[src/rtl/pwrdn_pkg.sv]
// Shared types for the power-down controller.
package pwrdn_pkg;

    // Controller states; PD_WAKE is the one-cycle clock-generator restart step.
    typedef enum logic [2:0] {
        PD_RUN   = 3'd0,
        PD_SLEEP = 3'd1,
        PD_SSTBY = 3'd2,
        PD_WAKE  = 3'd3,
        PD_HSTBY = 3'd4
    } pd_state_t;

    // Domain control levels implied by a state.
    typedef struct packed {
        logic cpu_en;
        logic cpg_en;
        logic self_ref;
        logic periph_run;
        logic tmu_by_rtc;
        logic tmu_off;
    } pd_ctl_t;

endpackage

[src/rtl/pwrdn_fsm.sv]
// Next-state logic of the power-down controller.
// Assumes: por_n is handled by the caller's state register; the hardware
// standby pin outranks every other request; the sleep strobe lasts one cycle.
module pwrdn_fsm
    import pwrdn_pkg::*;
(
    input  pd_state_t state_q,
    input  logic      mrst_n,
    input  logic      hwstby_n,
    input  logic      sleep_stb,
    input  logic      stby_sel,
    input  logic      irq,
    output pd_state_t state_d
);

    // Pick the next state from current state and wake/entry requests.
    always_comb begin
        state_d = state_q;
        if (!hwstby_n) begin
            state_d = PD_HSTBY;
        end else begin
            case (state_q)
                PD_RUN: begin
                    if (mrst_n && sleep_stb)
                        state_d = stby_sel ? PD_SSTBY : PD_SLEEP;
                end
                PD_SLEEP: begin
                    if (!mrst_n || irq)
                        state_d = PD_RUN;
                end
                PD_SSTBY: begin
                    if (!mrst_n || irq)
                        state_d = PD_WAKE;
                end
                PD_WAKE:  state_d = PD_RUN;
                PD_HSTBY: state_d = PD_HSTBY;
                default:  state_d = PD_RUN;
            endcase
        end
    end

endmodule

[src/rtl/pwrdn_decode.sv]
// Maps a controller state onto the domain control levels.
// Assumes: purely combinational; the caller registers the result.
module pwrdn_decode
    import pwrdn_pkg::*;
(
    input  pd_state_t state,
    output pd_ctl_t   ctl
);

    // Per-state table of clock, refresh and timer rules.
    always_comb begin
        ctl = '0;
        case (state)
            PD_RUN:   ctl = '{cpu_en: 1'b1, cpg_en: 1'b1, self_ref: 1'b0,
                              periph_run: 1'b1, tmu_by_rtc: 1'b0, tmu_off: 1'b0};
            PD_SLEEP: ctl = '{cpu_en: 1'b0, cpg_en: 1'b1, self_ref: 1'b0,
                              periph_run: 1'b1, tmu_by_rtc: 1'b0, tmu_off: 1'b0};
            PD_SSTBY: ctl = '{cpu_en: 1'b0, cpg_en: 1'b0, self_ref: 1'b1,
                              periph_run: 1'b0, tmu_by_rtc: 1'b1, tmu_off: 1'b0};
            PD_WAKE:  ctl = '{cpu_en: 1'b0, cpg_en: 1'b1, self_ref: 1'b1,
                              periph_run: 1'b0, tmu_by_rtc: 1'b1, tmu_off: 1'b0};
            PD_HSTBY: ctl = '{cpu_en: 1'b0, cpg_en: 1'b0, self_ref: 1'b1,
                              periph_run: 1'b0, tmu_by_rtc: 1'b0, tmu_off: 1'b1};
            default:  ctl = '{cpu_en: 1'b1, cpg_en: 1'b1, self_ref: 1'b0,
                              periph_run: 1'b1, tmu_by_rtc: 1'b0, tmu_off: 1'b0};
        endcase
    end

endmodule

[src/rtl/pwrdn_modgate.sv]
// Per-peripheral clock enable generation.
// Assumes: force_all comes from a manual reset that lands in the running state.
module pwrdn_modgate #(
    parameter int NMOD = 4
) (
    input  logic            periph_run,
    input  logic            force_all,
    input  logic [NMOD-1:0] mod_stop,
    output logic [NMOD-1:0] en_d
);

    for (genvar i = 0; i < NMOD; i++) begin : g_mod
        // One enable per module: reset forces it on, else the stop bit gates it.
        always_comb en_d[i] = force_all | (periph_run & ~mod_stop[i]);
    end

endmodule

[src/rtl/pwrdn_ctrl.sv]
// Power-down mode controller top level.
// Holds the state register and registers every domain control output.
// Assumes: por_n is a synchronous active-low reset; TMU_IDX and SCI_IDX name
// the timer and serial modules among the NMOD stop bits.
module pwrdn_ctrl
    import pwrdn_pkg::*;
#(
    parameter int NMOD    = 4,
    parameter int TMU_IDX = 0,
    parameter int SCI_IDX = 1
) (
    input  logic            clk,
    input  logic            por_n,
    input  logic            mrst_n,
    input  logic            sleep_stb,
    input  logic            stby_sel,
    input  logic [NMOD-1:0] mod_stop,
    input  logic            hwstby_n,
    input  logic            irq,
    input  logic            rtc_start,
    input  logic            tmu_src_rtc,
    output logic            cpu_clk_en,
    output logic            cpg_en,
    output logic [NMOD-1:0] mod_clk_en,
    output logic            mem_self_ref,
    output logic            rtc_run_en,
    output logic            tmu_run_en,
    output logic            sci_pin_rst
);

    pd_state_t       state_q;
    pd_state_t       state_d;
    pd_ctl_t         ctl_d;
    logic            force_all;
    logic [NMOD-1:0] mod_en_d;
    logic            tmu_d;
    logic            sci_rst_d;

    pwrdn_fsm u_fsm (
        .state_q   (state_q),
        .mrst_n    (mrst_n),
        .hwstby_n  (hwstby_n),
        .sleep_stb (sleep_stb),
        .stby_sel  (stby_sel),
        .irq       (irq),
        .state_d   (state_d)
    );

    pwrdn_decode u_dec (
        .state (state_d),
        .ctl   (ctl_d)
    );

    // A manual reset restarts every module only when it lands in the running state.
    always_comb force_all = !mrst_n && (state_d == PD_RUN);

    pwrdn_modgate #(.NMOD(NMOD)) u_gate (
        .periph_run (ctl_d.periph_run),
        .force_all  (force_all),
        .mod_stop   (mod_stop),
        .en_d       (mod_en_d)
    );

    // Timer rule: off in hardware standby, clock-source rule in software standby.
    always_comb begin
        if (ctl_d.tmu_off)
            tmu_d = 1'b0;
        else if (ctl_d.tmu_by_rtc)
            tmu_d = rtc_start & tmu_src_rtc;
        else
            tmu_d = mod_en_d[TMU_IDX];
    end

    // Serial pin is returned to reset only while its own stop bit halts it.
    always_comb sci_rst_d = ctl_d.periph_run & ~force_all & mod_stop[SCI_IDX];

    // State register and registered outputs.
    always_ff @(posedge clk) begin
        if (!por_n) begin
            state_q      <= PD_RUN;
            cpu_clk_en   <= 1'b1;
            cpg_en       <= 1'b1;
            mod_clk_en   <= '1;
            mem_self_ref <= 1'b0;
            rtc_run_en   <= 1'b1;
            tmu_run_en   <= 1'b1;
            sci_pin_rst  <= 1'b0;
        end else begin
            state_q      <= state_d;
            cpu_clk_en   <= ctl_d.cpu_en;
            cpg_en       <= ctl_d.cpg_en;
            mod_clk_en   <= mod_en_d;
            mem_self_ref <= ctl_d.self_ref;
            rtc_run_en   <= rtc_start;
            tmu_run_en   <= tmu_d;
            sci_pin_rst  <= sci_rst_d;
        end
    end

endmodule

[config.mk]
export PLATFORM = sky130hd
export DESIGN_NAME = pwrdn_ctrl
export DESIGN_NICKNAME = d
export VERILOG_FILES = /design/src/rtl/pwrdn_pkg.sv /design/src/rtl/pwrdn_fsm.sv /design/src/rtl/pwrdn_decode.sv /design/src/rtl/pwrdn_modgate.sv /design/src/rtl/pwrdn_ctrl.sv
export SDC_FILE = /design/constraint.sdc
export NUM_CORES = 1
export LEC_CHECK = 0
export BUFFER_PORTS_ARGS = -buffer_cell sky130_fd_sc_hd__buf_2
export CAP_MARGIN = 20
export CORE_MARGIN = 2
export CORE_UTILIZATION = 39
export DETAILED_ROUTE_END_ITERATION = 6
export MAX_ROUTING_LAYER = met4
export PLACE_DENSITY = 0.82
export SYNTH_ARGS = -nofsm -noshare
export SYNTH_HDL_FRONTEND = slang
export SYNTH_SLANG_ARGS = --single-unit
[constraint.sdc]
create_clock -name clk -period 1.34 [get_ports clk]
set_input_delay 0.067 -clock clk [delete_from_list [all_inputs] [get_ports clk]]
set_output_delay 0.067 -clock clk [all_outputs]
set_load 0.05 [all_outputs]
==> results of run 1 <==
## repair_timing
action,4_1_cts,5_1_grt
hold buffers,3,0
endpoints found under the hold margin,3,0
gates resized for setup,0,3
endpoints found under the setup margin,0,2
setup buffers,0,0
## cells in the mapped netlist, drive strengths merged, types with 2 or more instances
library cell,n
dfxtp,13
a21oi,3
and2b,2
a311oi,2
nand3,3
nand2b,2
nor2,2
nand3b,2
o21ai,3
and2,2
nor3b,2
## cells by family (layout without fill, tap and decap cells)
kind of cell	count (synthesis)	in the layout	synth area share [%]
multiplexers	1	1	2.19
flip-flops	13	13	50.6
AND/OR/NAND/NOR	19	19	23.8
buffers and inverters	3	35	3.16
AO/OA/AOI/OAI	14	14	20.2
## sequential cells by signal, summed over array words and instances, names as in the netlist
register	flops
tmu_run_en	1
mod_clk_en	4
sci_pin_rst	1
cpg_en	1
rtc_run_en	1
mem_self_ref	1
cpu_clk_en	1
state_q	3
## stage by stage
stage	cell area [µm²]	util, %	setup WS [ns]
finish	742	58.5	0.0412
global route	742	58.5	-0.00333
CTS	733	57.8	0.0122
detailed placement	677	53.4	0.0192
global placement	677	53.4	0.0540
floorplan	523	-	0.00590
## placed cells by master, fill, tap and decap left out, types with 2 or more instances in the layout
cell type	Yosys	layout
dlygate4sd3_1	0	3
buf_2	0	22
nand2b_1	2	2
nand3_1	3	3
dfxtp_1	13	11
clkbuf_4	0	3
dfxtp_2	0	2
and2b_2	2	2
a21oi_1	3	3
a311oi_1	2	2
buf_4	1	5
nor2_1	2	2
o21ai_0	3	3
nand3b_1	2	2
## cell type report
class	instances	area share, %
clock buffers	4	3.54
well taps	15	2.53
flip-flops and latches	13	35.4
inverters	1	0.506
multi-input cells	34	34.1
repair buffers	30	23.9
## worst paths after layout
kind | endpoint | slack [ns] | cells past startpoint
worst max-delay path | cpg_en | 0.04 | 4
worst min-delay path | tmu_run_en | 0.03 | 3
worst max register to register | cpg_en | 0.04 | 4
worst min register to register | state_q[2] | 0.56 | 2
## routing by layer
layer | wire length (µm) | track usage, % | up-vias | part of all wire (%)
met1 | 423 | 16.8 | 195 | 43
met3 | 56 | 10.0 | 0 | 5.7
met4 | 0 | 2.50 | 0 | 0
li1 | - | - | 245 | -
met5 | 0 | - | - | 0
met2 | 504 | 22.6 | 13 | 51
## tightest hold or removal path: cells and delay by family
kind,cells,cell delay (ns)
simple gates,2,0.12
buf+inv,1,0.08
## power breakdown
group,switching [mW],internal (mW)
Combinational,0.139,0.0759
Clock,0.115,0.115
Sequential,0.00607,0.414
==> metrics, run 1 <==
status complete, no violations; Mean Syn Cell Area 10.3 µm²; DRC 0; Yosys top cell area share 50.6%; Fillers 110; synth top area cells dfxtp_1, a311oi_1, and2b_2, a21oi_1, nand3_1; Inst Count DP 90; CTS tree built; ys async rst share 0%; slowest cell delay on critical path 0.40 ns; clk_skew 0.00287 ns; register area 263 µm²; Area Growth Syn to Fin 44.3%; antenna violations before repair 0; clock-pin transition on the worst setup and hold timing paths 0.07 ns; total CTS buffers 3; die area 1620 µm²; cell family with most CP delay simple AND/OR/NAND/NOR gates; crit path launch type flop; Worst Hold Class input pin to flop; VDD IR max 687 µV; Post-Layout Cell Count 97; Crit path buffers/inverters 0; Hold Startpoint tmu_src_rtc; DP Wirelength 737 µm; die width 40.3 µm; crit path kind flop to flop; Hold WS 0.0308 ns; # IOs 23; Overflow after GRT 0; Synth area leader dfxtp_1; setup_tns 0 ns; Mapped Cells 50; Critical Path RT 1.51 ns; GRT Resource Usage Total 15.0%; clock root buffer clkbuf_4; Post-synth EDFFs 0; Most used DFF post-synth dfxtp_1; #FFs+latches synth 13; Mapped Area 514 µm²; Post-DRT Antenna Nets 0; reg2reg start state_q[1]; sequential-to-total area share from yosys stat 50.6%; Slew Viols, Final 0; TritonRoute pass-1 iters 4; DR vias/cell 4.67; clock sinks 13; total of max-cap violations 0; share of cells above drive strength 1 50.0%; power density over cell area 1170 nW/µm²; final worst-path cycle share 96.9%; H-tree Lvls 1; largest net degree at the start of global routing 12; FP Rows 13; Starting Density 40.5%; Total Nets Final 96; number of global-route vias before repair 368; core area 1270 µm²; clk buf depth 2; arrival time at the worst endpoint 1.47 ns; Slowest-stage cell, CP or3b_4; Fin. Hold Viols 0; crit path launch state_q[1]; drt wl/cell 10.1 µm; f_max 0.770 GHz; Max-Slew Margin vs Limit 73.2%; DRT iter0 DRCs 5; worst-path fanout max 4; gpl congestion 0.847; YS warnings 0; Port Buffer Count 22; Die Ht 40.3 µm; area of the multi-input gates 253 µm²; total chip power 865 µW; first-pass GRT wire length 1.51 mm; Leakage 0.336 nW; CP cell instances or3b_4 -> o311ai_2 -> and2_4 -> a21bo_1; fin crit period 1.30 ns; diode count 0; Final setup viols 0; Net Count, Synth 63; WL final 984 µm; vias post-DR 453; worst-skew pair later-pin latency 0.27 ns; Worst setup EP type flop; unique cell type count in the Yosys netlist 26; worst-margin pin slew 0.402 ns
Note: power is estimated with default switching activity, not from simulation.
==> run 2: changes to the inputs <==
--- a/config.mk
+++ b/config.mk
@@ -7,11 +7,13 @@
 export LEC_CHECK = 0
 export BUFFER_PORTS_ARGS = -buffer_cell sky130_fd_sc_hd__buf_2
 export CAP_MARGIN = 20
+export CELL_PAD_IN_SITES_DETAIL_PLACEMENT = 1
+export CELL_PAD_IN_SITES_GLOBAL_PLACEMENT = 1
 export CORE_MARGIN = 2
-export CORE_UTILIZATION = 39
+export CORE_UTILIZATION = 28
 export DETAILED_ROUTE_END_ITERATION = 6
 export MAX_ROUTING_LAYER = met4
-export PLACE_DENSITY = 0.82
+export PLACE_DENSITY = 0.8
 export SYNTH_ARGS = -nofsm -noshare
 export SYNTH_HDL_FRONTEND = slang
 export SYNTH_SLANG_ARGS = --single-unit
==> run 2 against run 1 <==
Net effect:
- final cell count grew 7.2%
- clock-buffer cell count is the same
- flip-flop and latch count is the same
- combinational power grew 7%
- critical endpoint unchanged
- highest routed layer unchanged
==> metrics, run 2 (same netlist as run 1, synthesis figures left out) <==
DP Wirelength 1.01 mm (+37%); number of flip-flops under the largest register name 4 (unchanged); number of global-route vias before repair 470 (+28%); arrival time at the worst endpoint 1.49 ns (+0.02 ns); Final setup viols 0 (unchanged); fin crit period 1.32 ns (+0.0252 ns); dpl ws 0.00446 ns (-0.0147 ns); worst-path fanout max 4 (unchanged); Starting Density 29.8% (-11 points); R2R Setup Slk 0.02 ns (-0.03 ns); Worst setup EP type flop; Placed Area 682 µm² (+0.74%); diode count 0 (unchanged); crit path launch type flop; GRT Resource Usage Total 13.3% (-1.7 points); status complete, no violations; die width 46.9 µm (+16%); Leakage 0.326 nW (-3.0%); # IOs 23 (unchanged); Critical Path RT 1.51 ns (about the same); DRC 0 (unchanged); DR top layer met3; area of the multi-input gates 283 µm² (+12%); Biggest register mod_clk_en; clock sinks 13 (unchanged); Post-DRT Antenna Nets 0 (unchanged); share of cells above drive strength 1 51.9% (+1.9 points); Worst Hold Class input pin to flop; VDD IR max 667 µV (-2.9%); met3 routed WL 72 µm (+29%); DR vias/cell 4.70 (+0.68%); DRT iter0 DRCs 4 (-1); Port Buffer Count 22 (unchanged); H-tree Lvls 1 (unchanged); power density over cell area 1160 nW/µm² (-0.66%); utilization after layout 44.0% (-14 points); first-pass GRT wire length 1.93 mm (+27%); worst-margin pin slew 0.368 ns (-0.0342 ns); Met2 Routed Length 755 µm (+50%); vias post-DR 489 (+7.9%); drt wl/cell 13.3 µm (+31%); M1 wire length 557 µm (+32%); CTS tree built; WL final 1.39 mm (+41%); Top Registers mod_clk_en (4), state_q (3); core area 1730 µm² (+36%); clock-pin transition on the worst setup and hold timing paths 0.07 ns (about the same); die area 2200 µm² (+35%); antenna violations before repair 0 (unchanged); total chip power 880 µW (+1.7%); largest net degree at the start of global routing 12 (unchanged); post-route cell area 759 µm² (+2.4%); gpl congestion 0.754 (-11%); clk buf depth 2 (unchanged); Die Ht 46.9 µm (+16%); commonest non-fill, non-tap cells in the layout buf_2, dfxtp_1, buf_4; TritonRoute pass-1 iters 2 (-2); most common cell after layout, fill and taps aside buf_2; Fin. Hold Viols 0 (unchanged); PnR worst setup slack 0.0161 ns (-0.0252 ns); final worst-path cycle share 98.8% (+1.9 points); f_max 0.755 GHz (-1.9%); total of max-cap violations 0 (unchanged); Overflow after GRT 0 (unchanged); worst-skew pair later-pin latency 0.27 ns (about the same); Slew Viols, Final 0 (unchanged); FP Rows 15 (+2); clk_skew 0.00116 ns (-0.00171 ns); crit path kind flop to flop; clock root buffer clkbuf_4; Area Growth Syn to Fin 47.7%; Total Nets Final 93 (-3.1%); Max-Slew Margin vs Limit 75.5% (+2.3 points); Fillers 216 (+96%); total CTS buffers 3 (unchanged); register area 265 µm² (+0.95%)
==> run 2: routing by layer <==
metal | vias to the layer above | global-route usage, %
met1 | 234 | 12.8
li1 | 242 | -
met3 | 0 | 6.92
met5 | - | -
met2 | 13 | 24.1
met4 | 0 | 1.67
==> run 2: layout make-up <==
class,count,area share [%]
inverter,1,0.494
clock buffer,4,3.46
sequential,13,34.9
multi-input combinational,34,37.2
timing repair buffer,27,19.8
tap,25,4.12
==> run 2: power breakdown <==
part / internal, mW / switching (mW)
logic: 0.0769 / 0.152
registers: 0.412 / 0.00739
clock network: 0.115 / 0.116
total: 0.604 / 0.276
==> run 2: timing repair <==
action | 4_1_cts | 5_1_grt
setup endpoints to repair | 2 | 5
setup buffers | 0 | 0
pin swaps | 1 | 2
gates resized for setup | 0 | 7
hold buffers | 1 | 0
hold endpoints to repair | 1 | 0
==> run 2: final timing paths <==
path / depth (start not counted) / startpoint / to
worst min-delay path: 2 / mod_stop[2] / mod_clk_en[2]
worst max-delay path: 4 / state_q[1] / cpg_en
worst min register to register: 2 / state_q[0] / state_q[2]
worst max register to register: 4 / state_q[1] / cpg_en
==> run 2: worst max-delay path: stages, from the launching register on <==
cell and delay, ns:
dfxtp_4 0.37, or3b_4 0.39, o311ai_4 0.09, and2_4 0.18, a21bo_1 0.18
==> run 2: stage by stage <==
stage / hold slack (ns) / instances / setup TNS [ns]
after floorplan: 0.151 / 50 / 0
after global placement: 0.271 / 99 / 0
after detailed placement: 0.268 / 99 / 0
after CTS: 0.0156 / 104 / -0.00226
after global routing: 0.0303 / 104 / -0.0547
final: 0.0289 / 104 / 0
==> run 3: changes to the inputs <==
--- a/config.mk
+++ b/config.mk
@@ -5,15 +5,16 @@
 export SDC_FILE = /design/constraint.sdc
 export NUM_CORES = 1
 export LEC_CHECK = 0
+export ABC_AREA = 1
 export BUFFER_PORTS_ARGS = -buffer_cell sky130_fd_sc_hd__buf_2
 export CAP_MARGIN = 20
 export CELL_PAD_IN_SITES_DETAIL_PLACEMENT = 1
 export CELL_PAD_IN_SITES_GLOBAL_PLACEMENT = 1
 export CORE_MARGIN = 2
-export CORE_UTILIZATION = 28
+export CORE_UTILIZATION = 27
 export DETAILED_ROUTE_END_ITERATION = 6
 export MAX_ROUTING_LAYER = met4
-export PLACE_DENSITY = 0.8
+export PLACE_DENSITY = 0.81
 export SYNTH_ARGS = -nofsm -noshare
 export SYNTH_HDL_FRONTEND = slang
 export SYNTH_SLANG_ARGS = --single-unit
==> run 3 against run 2 <==
Net effect:
- synthesized cell count increased by 52%
- worst hold slack improved by 0.017 ns
- sequential share of layout area increased by 0.94 points
- flip-flop and latch count unchanged
- largest cell class is now registers
==> metrics, run 3 <==
vias post-DR 533 (+9.0%); arrival time at the worst endpoint 1.35 ns (-0.14 ns); DP Wirelength 990 µm (-1.6%); Slew Viols, Final 0 (unchanged); Synth area leader dfxtp_1; drt wl/cell 9.61 µm (-28%); clock root buffer clkbuf_4; Mean Syn Cell Area 7.33 µm² (-29%); status complete, no violations; R2R Setup Slk 0.16 ns (+0.15 ns); Seq pwr share 48.2% (+0.5 points); Yosys top cell area share 46.7% (-3.9 points); worst-skew pair later-pin latency 0.27 ns (about the same); Fin. Hold Viols 0 (unchanged); area of the multi-input gates 233 µm² (-18%); final worst-path cycle share 87.7% (-11 points); fin crit period 1.18 ns (-0.149 ns); DR vias/cell 4.13 (-12%); most common cell after layout, fill and taps aside buf_2; clk_skew 0.00397 ns (+0.00281 ns); Leakage 0.403 nW (+24%); total CTS buffers 3 (unchanged); total chip power 874 µW (-0.64%); Mapped Area 557 µm² (+8.3%); H-tree Lvls 1 (unchanged); GRT Resource Usage Total 12.5% (-0.78 points); DRC 0 (unchanged); crit path kind flop to flop; Fillers 276 (+28%); register area 260 µm² (-1.9%); die area 2440 µm² (+11%); # IOs 23 (unchanged); Critical Path RT 1.52 ns (about the same); combinational share of power 24.8% (-1.2 points); Post-DRT Antenna Nets 0 (unchanged); worst-margin pin slew 0.395 ns (+0.0275 ns); RSZ-0062 raised after global routing no; Sw Share 32.6% (+1.3 points); Die Ht 49.4 µm (+5.5%); power density over cell area 1200 nW/µm² (+4.0%); Final setup viols 0 (unchanged); crit path launch type flop; Net Count, Synth 89 (+41%); CTS tree built; WL final 1.24 mm (-11%); Post-synth EDFFs 0 (unchanged); core area 1960 µm² (+14%); Area Growth Syn to Fin 30.3%; number of global-route vias before repair 551 (+17%); Post-CTS Resized 0 (unchanged); share of cells above drive strength 1 33.3% (-19 points); Overflow after GRT 0 (unchanged); gpl congestion 0.698 (-7.5%); Biggest register mod_clk_en; VDD IR max 526 µV (-21%); top cells by count, synth nand2_1, dfxtp_1, nand3_1; die width 49.4 µm (+5.5%); f_max 0.851 GHz (+13%); Worst setup EP type flop; Mapped Cells 76 (+52%); worst-path fanout max 4 (unchanged); number of flip-flops under the largest register name 4 (unchanged); YS warnings 0 (unchanged); Most used DFF post-synth dfxtp_1; clock-pin transition on the worst setup and hold timing paths 0.08 ns (about the same); setup_tns 0 ns (unchanged); Max-Slew Margin vs Limit 73.5% (-2.0 points); FP Rows 16 (+1); clock sinks 13 (unchanged); ys async rst share 0% (unchanged); clk buf depth 2 (unchanged); DRT iter0 DRCs 1 (-3); Starting Density 28.4% (-1.4 points); Worst Hold Class input pin to flop; antenna violations before repair 0 (unchanged); Switch Pwr 285 µW (+3.5%); TritonRoute pass-1 iters 4 (+2); first-pass GRT wire length 2.26 mm (+18%); Total Nets Final 116 (+25%); largest net degree at the start of global routing 11 (-1); commonest non-fill, non-tap cells in the layout buf_2, nand2_1, nand3_1, dfxtp_1, inv_1; unique cell type count in the Yosys netlist 14 (-46%); cell internal pwr 589 µW (-2.5%); most numerous cell in the Yosys netlist nand2_1; sequential-to-total area share from yosys stat 46.7% (-3.9 points); Port Buffer Count 22 (unchanged); clock share of power 27.0% (+0.7 points); Top Registers mod_clk_en (4), state_q (3); #FFs+latches synth 13 (unchanged); diode count 0 (unchanged); synth top area cells dfxtp_1, nand2_1, nand3_1, inv_1, nor2_1; total of max-cap violations 0 (unchanged)
==> run 3: changes by cell type after synthesis, sizes merged, moves of 3 or more <==
cell,before,now
nor2,2,8
a21oi,3,0
nand2,1,23
inv,1,14
nand3,3,13
==> run 3: stage by stage <==
stage               hold WS (ns)  std cells  setup WS (ns)  cell area, µm²  utilization [%]
floorplan                  0.174         76          0.308             557                -
global placement           0.271        124          0.223             689             35.1
detailed placement         0.275        124          0.165             689             35.1
CTS                       0.0441        129          0.146             726             37.0
global route              0.0484        129         0.0334             726             37.0
finish                    0.0456        129          0.165             726             37.0
==> run 3: worst paths after layout <==
| path | start | endpoint | cells after the start |
|---|---|---|---|
| max | state_q[1] | sci_pin_rst | 7 |
| min | mod_stop[1] | sci_pin_rst | 3 |
| max reg2reg | state_q[1] | sci_pin_rst | 7 |
| min reg2reg | state_q[2] | state_q[0] | 5 |
==> run 3: cell families after synthesis <==
kind of cell,Yosys count,synth area share (%)
and+or+nand+nor,46,38.7
buffers and inverters,15,11.5
DFF,13,46.7
AOI/OAI and AO/OA,2,3.14
==> run 3: cell type report <==
type / count / area share (%)
multi-input cells: 48 / 32.1
flip-flops and latches: 13 / 35.9
inverters: 14 / 7.24
well taps: 27 / 4.66
clock buffers: 4 / 3.62
repair buffers: 23 / 16.6
==> run 3: metal layers <==
metal  GRT usage [%]  part of all wire, %  vias up
met1            13.3                   43      231
met2            20.7                   50       13
met3            1.84                  4.0        4
met4            9.72                  3.3        0
li1                -                    -      285
met5               -                    0        -
==> run 3: power by group through the flow <==
stage	Sequential, mW	Clock [mW]	Combinational (mW)
after floorplan	0.515	0	0.0758
after global placement	0.430	0	0.213
after detailed placement	0.430	0	0.217
after CTS	0.422	0.247	0.220
after global routing	0.425	0.268	0.238
final	0.421	0.236	0.217
==> run 3: critical path, cell delays in order, from the launching register on <==
cell,delay [ns]
dfxtp_1,0.36
inv_1,0.06
nand2_1,0.08
nor2_1,0.07
nor3_1,0.32
nand2_4,0.10
nand2_2,0.06
nor2_1,0.03
==> run 3: what timing repair did <==
action | 4_1_cts | 5_1_grt
hold endpoints to repair | 1 | 0
hold buffers | 1 | 0
buffers inserted | 0 | 0
